File: src/rtl/rit_pkg.sv
package rit_pkg;

    localparam int NCAND  = 7;
    localparam int IDX_W  = 3;
    localparam int TO_W   = 10;
    localparam int ROW_W  = 16;
    localparam int TIME_W = 32;

    typedef logic [IDX_W-1:0] cand_idx_t;
    typedef logic [NCAND-1:0] cand_vec_t;

    // projected outcome per candidate; a clear bit in both vectors means miss
    typedef struct packed {
        cand_vec_t hit;
        cand_vec_t conf;
    } outcome_t;

    function automatic logic [TO_W-1:0] cand_timeout(input cand_idx_t idx);
        case (idx)
            3'd0:    return 10'd50;
            3'd1:    return 10'd100;
            3'd2:    return 10'd150;
            3'd3:    return 10'd200;
            3'd4:    return 10'd300;
            3'd5:    return 10'd400;
            default: return 10'd800;
        endcase
    endfunction

endpackage

File: src/rtl/rit_project.sv
module rit_project
    import rit_pkg::*;
#(
    parameter int TRP = 10
) (
    input  logic [TIME_W-1:0] now,
    input  logic [TIME_W-1:0] last_cas,
    input  logic [ROW_W-1:0]  row,
    input  logic [ROW_W-1:0]  prev_row,
    input  cand_idx_t         cur_idx,
    input  outcome_t          pend,
    input  logic              pend_valid,
    output outcome_t          act_proj,
    output outcome_t          cas_proj
);
    localparam logic [TIME_W-1:0] TRP_T = TIME_W'(TRP);

    logic [TIME_W-1:0] gap;
    cand_vec_t         same_hit;
    cand_vec_t         diff_conf;
    cand_vec_t         live_hit;
    logic              same_row;

    assign gap      = now - last_cas;
    assign same_row = (row == prev_row);

    for (genvar g = 0; g < NCAND; g++) begin : g_cand
        localparam logic [TIME_W-1:0] TO = TIME_W'(cand_timeout(cand_idx_t'(g)));
        assign same_hit[g]  = (gap < TO);
        assign diff_conf[g] = (gap < TO + TRP_T);
        assign live_hit[g]  = (cand_idx_t'(g) >= cur_idx) || (gap < TO);
    end

    always_comb begin
        act_proj.hit  = same_row ? same_hit : '0;
        act_proj.conf = same_row ? '0 : diff_conf;
        if (pend_valid) begin
            cas_proj = pend;
        end else begin
            cas_proj.hit  = live_hit;
            cas_proj.conf = '0;
        end
    end

endmodule

File: src/rtl/rit_counters.sv
module rit_counters
    import rit_pkg::*;
#(
    parameter int CNT_W = 16
) (
    input  logic                        clk,
    input  logic                        rst,
    input  logic                        clr,
    input  logic                        inc_en,
    input  outcome_t                    inc,
    output logic [NCAND-1:0][CNT_W-1:0] hit_cnt,
    output logic [NCAND-1:0][CNT_W-1:0] conf_cnt
);
    localparam logic [CNT_W-1:0] MAXV = '1;

    for (genvar g = 0; g < NCAND; g++) begin : g_cnt
        logic [CNT_W-1:0] hq, cq, hb, cb;

        assign hb = clr ? '0 : hq;
        assign cb = clr ? '0 : cq;

        always_ff @(posedge clk) begin
            if (rst) begin
                hq <= '0;
                cq <= '0;
            end else if (clr || inc_en) begin
                hq <= (inc_en && inc.hit[g]  && hb != MAXV) ? hb + 1'b1 : hb;
                cq <= (inc_en && inc.conf[g] && cb != MAXV) ? cb + 1'b1 : cb;
            end
        end

        assign hit_cnt[g]  = hq;
        assign conf_cnt[g] = cq;

        AST_CNT_SAT: assert property (@(posedge clk) disable iff (rst)
            (!clr && hq == MAXV) |=> (hq == MAXV))
            else $error("hit counter left saturation");

        AST_CNT_CLEAR: assert property (@(posedge clk) disable iff (rst)
            (clr && !inc_en) |=> (hq == '0 && cq == '0))
            else $error("counters not cleared at evaluation");
    end

endmodule

File: src/rtl/rit_select.sv
module rit_select
    import rit_pkg::*;
#(
    parameter int CNT_W = 16,
    parameter int PCT   = 3
) (
    input  logic [NCAND-1:0][CNT_W-1:0] hit_cnt,
    input  logic [NCAND-1:0][CNT_W-1:0] conf_cnt,
    input  cand_idx_t                   cur_idx,
    output cand_idx_t                   next_idx
);
    always_comb begin : sel_proc
        int        hc, cc, s, best_s;
        cand_idx_t best;
        hc     = int'(hit_cnt[cur_idx]);
        cc     = int'(conf_cnt[cur_idx]);
        best_s = (int'(hit_cnt[0]) - hc) - (int'(conf_cnt[0]) - cc);
        best   = '0;
        for (int i = 1; i < NCAND; i++) begin
            s = (int'(hit_cnt[i]) - hc) - (int'(conf_cnt[i]) - cc);
            if (s > best_s) begin
                best_s = s;
                best   = cand_idx_t'(i);
            end
        end
        if (best_s * 100 > PCT * hc) next_idx = best;
        else                         next_idx = cur_idx;
    end

endmodule

File: src/rtl/row_idle_tuner.sv
module row_idle_tuner
    import rit_pkg::*;
#(
    parameter int TRP         = 10,
    parameter int EVAL_PERIOD = 30000,
    parameter int CNT_W       = 16,
    parameter int PCT         = 3
) (
    input  logic              clk,
    input  logic              rst,
    input  logic              cmd_valid,
    input  logic              cmd_cas,
    input  logic [ROW_W-1:0]  cmd_row,
    input  logic [TIME_W-1:0] cycle_now,
    output logic [TO_W-1:0]   timeout_cycles,
    output logic [IDX_W-1:0]  timeout_sel
);
    localparam int RC_W = $clog2(EVAL_PERIOD + 1);
    localparam logic [RC_W-1:0] RC_LAST = RC_W'(EVAL_PERIOD - 1);

    logic [ROW_W-1:0]  prev_row;
    logic [TIME_W-1:0] last_cas;
    outcome_t          pend;
    logic              pend_valid;
    cand_idx_t         cur_idx;
    cand_idx_t         next_idx;
    logic [RC_W-1:0]   req_cnt;
    logic              eval_go;
    outcome_t          act_proj;
    outcome_t          cas_proj;
    logic [NCAND-1:0][CNT_W-1:0] hit_cnt;
    logic [NCAND-1:0][CNT_W-1:0] conf_cnt;

    rit_project #(.TRP(TRP)) u_project (
        .now        (cycle_now),
        .last_cas   (last_cas),
        .row        (cmd_row),
        .prev_row   (prev_row),
        .cur_idx    (cur_idx),
        .pend       (pend),
        .pend_valid (pend_valid),
        .act_proj   (act_proj),
        .cas_proj   (cas_proj)
    );

    rit_counters #(.CNT_W(CNT_W)) u_counters (
        .clk      (clk),
        .rst      (rst),
        .clr      (eval_go),
        .inc_en   (cmd_valid && cmd_cas),
        .inc      (cas_proj),
        .hit_cnt  (hit_cnt),
        .conf_cnt (conf_cnt)
    );

    rit_select #(.CNT_W(CNT_W), .PCT(PCT)) u_select (
        .hit_cnt  (hit_cnt),
        .conf_cnt (conf_cnt),
        .cur_idx  (cur_idx),
        .next_idx (next_idx)
    );

    always_ff @(posedge clk) begin
        if (rst) begin
            prev_row   <= '0;
            last_cas   <= '0;
            pend       <= '0;
            pend_valid <= 1'b0;
            cur_idx    <= '0;
            req_cnt    <= '0;
            eval_go    <= 1'b0;
        end else begin
            eval_go <= 1'b0;
            if (cmd_valid) begin
                if (req_cnt == RC_LAST) begin
                    req_cnt <= '0;
                    eval_go <= 1'b1;
                end else begin
                    req_cnt <= req_cnt + 1'b1;
                end
                if (cmd_cas) begin
                    last_cas   <= cycle_now;
                    pend_valid <= 1'b0;
                end else begin
                    prev_row   <= cmd_row;
                    pend       <= act_proj;
                    pend_valid <= 1'b1;
                end
            end
            if (eval_go) cur_idx <= next_idx;
        end
    end

    assign timeout_cycles = cand_timeout(cur_idx);
    assign timeout_sel    = cur_idx;

    AST_TIMEOUT_HOLD: assert property (@(posedge clk) disable iff (rst)
        !eval_go |=> $stable(cur_idx))
        else $error("timeout moved outside an evaluation");

    AST_EVAL_FOLLOWS_REQ: assert property (@(posedge clk) disable iff (rst)
        eval_go |-> $past(cmd_valid))
        else $error("evaluation without a closing request");

    AST_PROJ_EXCL: assert property (@(posedge clk) disable iff (rst)
        (cmd_valid && cmd_cas) |-> ((cas_proj.hit & cas_proj.conf) == '0))
        else $error("hit and conflict projected together");

    AST_SEL_RANGE: assert property (@(posedge clk) disable iff (rst)
        cur_idx < cand_idx_t'(NCAND))
        else $error("selected candidate out of range");

endmodule

File: config.mk
export PLATFORM = sky130hd
export DESIGN_NAME = row_idle_tuner
export DESIGN_NICKNAME = d
export VERILOG_FILES = /design/src/rtl/rit_pkg.sv /design/src/rtl/rit_project.sv /design/src/rtl/rit_counters.sv /design/src/rtl/rit_select.sv /design/src/rtl/row_idle_tuner.sv
export SDC_FILE = /design/constraint.sdc
export NUM_CORES = 2
export LEC_CHECK = 0
export ABC_AREA = 1
export BUFFER_PORTS_ARGS = -buffer_cell sky130_fd_sc_hd__buf_2
export CAP_MARGIN = 20
export CORE_ASPECT_RATIO = 0.9
export CORE_MARGIN = 4
export CORE_UTILIZATION = 58
export CTS_BUF_LIST = sky130_fd_sc_hd__clkbuf_16
export DETAILED_ROUTE_END_ITERATION = 10
export PLACE_DENSITY_LB_ADDON = 0.1
export SLEW_MARGIN = 15
export SYNTH_ARGS = -nofsm -noshare
export SYNTH_HDL_FRONTEND = slang
export SYNTH_SLANG_ARGS = --single-unit
File: constraint.sdc
create_clock -name clk -period 55.8 [get_ports clk]
set_input_delay 11.16 -clock clk [delete_from_list [all_inputs] [get_ports clk]]
set_output_delay 11.16 -clock clk [all_outputs]
set_load 0.05 [all_outputs]
Yosys cells after proc, flatten, opt, wreduce, memory -nomap -nowiden
Cells that the tools add are included.

Register bits after elaboration: 306. Input bits: 52. Word-level logic and storage cells: 206.

Bitwise operators: 2. $mul: 2. Equality and inequality tests: 21. Muxes and demuxes: 51. $lt $le $gt $ge: 29. $add $sub $neg: 37. Reductions and logical operators: 42.

Operators by type and width (count): $mux 16 (30); $sub 32x32->32 (8); $sub 16x16->17 (14); $add 16x1->16 const B (14); $gt 32x32->1 (7); $ne 16x16->1 const B (14); $mux 32 (6); $lt 32x8->1 const B (4); $lt 32x9->1 const B (4); $bmux 16 s3 (2); $lt 32x10->1 const B (2); $lt 32x6->1 const B (2); $lt 32x7->1 const B (2); $pmux 10 s6 (1); $mul 32x6->30 const B (1); $logic_and 1x1->1 (29); $mul 2x16->18 const A (1); $eq 16x16->1 (1); $add 15x1->15 const B (1); $eq 15x15->1 const B (1); $mux 15 (1); $mux 14 (1); $mux 7 (2); $ge 3x3->1 const A (3); 14 further kinds (33).

Longest topological paths before layout
Depth in word-level cells: 19. Gate-level depth with buffers: 185. Mapped depth without buffers: 169.

Cells and area by module
A second synthesis with hierarchy kept.

Cell total of the unflattened synthesis: 7016. Area, all modules: 43237.7 um^2.

Modules (own cells, without submodules): rit_select (instances 1, cells each 3263, area each 21285.4 um^2); rit_counters (instances 1, cells each 2551, area each 15006.9 um^2); rit_project (instances 1, cells each 760, area each 3722.3 um^2); row_idle_tuner (instances 1, cells each 442, area each 3223.1 um^2).

Worst setup path before layout
OpenSTA, ideal clock, no wires.

Path type: reg-to-reg. From: register cur_idx[0] (netlist: timeout_sel[0]). To: register cur_idx[2] (netlist: timeout_sel[2]). Clock period less this slack: 24508 ps. Path buffers: 23. Setup time: 115 ps. Path slack: 31292 ps. Data arrival time: 24393 ps. Data required time: 55685 ps. Stages on the path, launching flop included: 151. Cells stage by stage: dfxtp_1 -> clkbuf_1 -> nor2_1 -> inv_1 -> nor2_1 -> inv_1 -> o22ai_1 -> nor4_1 -> ha_1 -> nand3_1 -> nand2_1 -> a21oi_1 -> inv_1 -> a21oi_1 -> o21ai_0 -> a21oi_1 -> o21bai_1 -> a21oi_1 -> (+115 left out) -> nor2_1 -> o21bai_1 -> a21oi_1 -> o21ai_0 -> nand3_1 -> nand2_1 -> nand2_1 -> inv_1 -> nor2_1 -> nor2_1 -> nor2_1 -> xor2_1 -> xnor2_1 -> nor2_1 -> nor2_4 -> nand3_1 -> nand2_1 -> nor2_1.

Word-level cells in the longest chain between the ends: 19.

RTL lines: start, declared (RTL line row_idle_tuner.sv:25) `cand_idx_t cur_idx;`; start signal, assigned (RTL line row_idle_tuner.sv:90) `if (eval_go) cur_idx <= next_idx;`; $bmux 16 s3 (on tied branches) (RTL line rit_select.sv:15, rit_select.sv:16); $mux 16 (on tied branches) (RTL line rit_select.sv:15, rit_select.sv:16); $sub 16x16->17 (on tied branches) (RTL line rit_select.sv:20, rit_select.sv:17); $sub 32x32->32 (on tied branches) (RTL line rit_select.sv:20, rit_select.sv:17); $gt 32x32->1 (RTL line rit_select.sv:21) `if (s > best_s) begin`; $mux 32 (RTL line rit_select.sv:21); $gt 32x32->1 (RTL line rit_select.sv:21); $mux 32 (RTL line rit_select.sv:21); (+3 left out); $mux 32 (RTL line rit_select.sv:21); $gt 32x32->1 (RTL line rit_select.sv:21); $mux 32 (RTL line rit_select.sv:21); $gt 32x32->1 (RTL line rit_select.sv:21); $mux 32 (RTL line rit_select.sv:21); $mul 32x6->30 (RTL line rit_select.sv:26) `if (best_s * 100 > PCT * hc) next_idx = best;`; $gt 32x32->1 (RTL line rit_select.sv:26); $reduce_and 2->1 (no source line).

Several ways; a longest one is shown, not always the timed one. The select of a mux whose other input is x is not followed. A chain may end at the register's enable or synchronous reset.

Worst setup path after layout
From: register cur_idx[1] (netlist: timeout_sel[1]). To: register cur_idx[2] (netlist: timeout_sel[2]).

The elaborated chain is that of the path after synthesis.

==> flow_summary.yaml <==
drt:
  firstDrtPassIters: 6
  drtAntennaViolNets: 0
  drcViolationCount: 0
  wl_per_cell_um: 20.3
  vias: 43400
  drt-initial-drc-count: 5314
  via_per_inst: 5.97
  wirelength_mm: 147
clocking:
  clk-insertion-delay-late_ns: 0.58
  htreeDepth: 2
  clockBufferDepth: 3
  cts_root_buffer: "clkbuf_16"
  ctsHoldBuffers: 0
  clkTransAtPathRegs_ns: 0.06
  cts_tree: "done"
  cts.sinks: 306
  cts_resized: 0
  post_cts_buffers: 0
  cts_buffers: 38
timing:
  hold_viol: 0
  setup_tns_ns: 0
  skew_ns: 0.0178
  maxSlewViolCount: 0
  tightest_slew_ns: 1.15
  rsz0062_at_grt: "no"
  fmax_mhz: 35.8
  setup_violations: 0
  slew_headroom: 0.230
  min_period_ns: 27.91
  setup_ws_ns: 27.89
  min_period_over_period: 0.500
synth:
  synth_cells: 6288
  synth-seq-cells: 306
  synth_cell_types: 60
  synth_edf_count: 0
  synth_area_leader_cell: "ha_1"
  syn_area_mm2: 0.0414
  async_flop_share: 0
  avgSynthCellArea_um2: 6.59
  yosys-top-cells-area: "ha_1 20%, dfxtp_1 15%, inv_1 9.1%"
  synth_top_area_frac: 0.204
  ys_seq_area_frac: 0.148
  synth-main-ff-cell: "dfxtp_1"
  ys.warnings.count: 0
  syn-num-nets: 7059
setup_path:
  cp-end-kind: "flop"
  path_class: "flop to flop"
  worstPathArrival_ns: 28.38
  cp-start-kind: "flop"
  crit_required_ns: 56.26
  critical_path.max_fanout: 53
  path_buf_inv: 12
  critical_path.top_delay_family: "simple AND/OR/NAND/NOR gates"
  slowest_stage: "o311ai_0"
  cpMostUsedCell: "nand2_1"
  slowest_delay_ns: 0.86
die:
  row_count: 92
  fp.dieW_um: 290
  core_area_mm2: 0.0704
  start_util: 0.588
  dieArea_mm2: 0.0757
  pin_count: 65
  die_h_um: 261
placed_design:
  dp_hpwl_mm: 121
  gp_congestion: 1.08
  io_buffers: 63
  pre_cts_ws_ns: 28.49
  dp_cells: 7187
cells_and_area:
  instances_no_fill: 7259
  final_common_cell: "inv_1"
  nFillCells: 6874
  fin_util: 0.625
  drive_above_1_share: 0.0420
  final_nets: 7060
  final_cell_mix: "1,011 x inv_1, 902 x nand2_1, 674 x ha_1"
  area_growth_syn_to_layout_pct: 6.29
grt:
  grt_pass1_wl_mm: 223
  track_usage: 0.378
  grt_start_max_net_pins: 171
  grt_pass1_vias: 38600
  antenna_found_initial: 10
  overflow: 0
worst_hold_path:
  hp-class: "flop to flop"
job:
  drv_cap: 0
status:
  status: "finished, final reports clean"
==> layer usage <==
layer / share of wire / track usage / up-vias / wire length [µm]
met5: 0.00047 / 0 / - / 69
met4: 0.052 / 0.155 / 10 / 7690
met3: 0.13 / 0.0988 / 410 / 18600
met2: 0.39 / 0.544 / 2186 / 57700
met1: 0.43 / 0.533 / 19600 / 63300
li1: - / - / 21200 / -
==> synth_stat cells, drive strengths merged, types with 12 or more instances <==
| master | n |
|---|---|
| o22ai | 54 |
| o21ai | 483 |
| a31oi | 16 |
| inv | 1016 |
| buf | 41 |
| a211oi | 41 |
| a21oi | 668 |
| nor3 | 151 |
| clkbuf | 109 |
| nor4 | 56 |
| nor2 | 637 |
| o21bai | 122 |
| xor2 | 301 |
| or2 | 12 |
| o31ai | 26 |
| nand2 | 929 |
| ha | 674 |
| a221oi | 15 |
| fa | 45 |
| dfxtp | 306 |
| o221ai | 15 |
| o21a | 23 |
| nand3 | 238 |
| nand4 | 96 |
| a21o | 23 |
| and2 | 13 |
| nor3b | 18 |
| xnor2 | 89 |
==> layout make-up <==
type	instances	area, µm²	area share
Inverter	1019	3830	0.0870
Multi-Input combinational cell	4813	31000	0.704
Clock buffer	38	951	0.0216
Clock inverter	29	265	0.00603
Timing Repair Buffer	111	688	0.0156
Antenna cell	3	7.51	0.000171
Tap cell	940	1180	0.0267
Sequential cell	306	6130	0.139
==> worst reg2reg max path: cells and delay by family (launching register included) <==
kind | cells | cell delay [ns]
AOI/OAI and AO/OA | 41 | 8.57
xor gates and xnor gates | 3 | 0.57
adders and majority gates | 13 | 4.49
buffers and inverters | 12 | 2.27
DFF | 1 | 0.76
and+or+nand+nor | 67 | 11.13
==> through the flow <==
step	hold WS, ns	instance area [µm²]
after floorplan	0.425	41400
after global placement	0.444	42800
after detailed placement	0.451	42800
after CTS	0.460	44000
after global routing	0.481	44000
final	0.456	44000
==> path summary, 6_finish.rpt <==
kind | startpoint | endpoint | slack [ns] | depth (start not counted)
setup / recovery | timeout_sel[1] | timeout_sel[2] | 27.89 | 136
hold / removal | last_cas[30] | last_cas[30] | 0.46 | 2
setup reg to reg | timeout_sel[1] | timeout_sel[2] | 27.89 | 136
hold reg to reg | last_cas[30] | last_cas[30] | 0.46 | 2
==> flip-flops by register name, indices dropped and copies added, names as in the netlist <==
signal / flops
req_cnt: 15
last_cas: 32
timeout_sel: 3
u_counters.g_cnt.hq: 112
prev_row: 16
pend_valid: 1
u_counters.g_cnt.cq: 112
pend: 14
eval_go: 1
==> cells by family (layout without fill, tap and decap cells) <==
group                    count (synthesis)  in the layout  share of synthesized area
AO/OA/AOI/OAI                         1532           1532                      0.209
XOR/XNOR                               390            390                     0.0825
adder cells (fa/ha/maj)                719            719                      0.225
buffers and inverters                 1169           1197                      0.108
flip-flops                             306            306                      0.148
other                                    1              4                  0.0000906
AND/OR/NAND/NOR                       2171           2171                      0.228
Power is left out: the tool's default activity adds up to more than one toggle a clock period on the data nets, which glitch-free logic cannot reach.
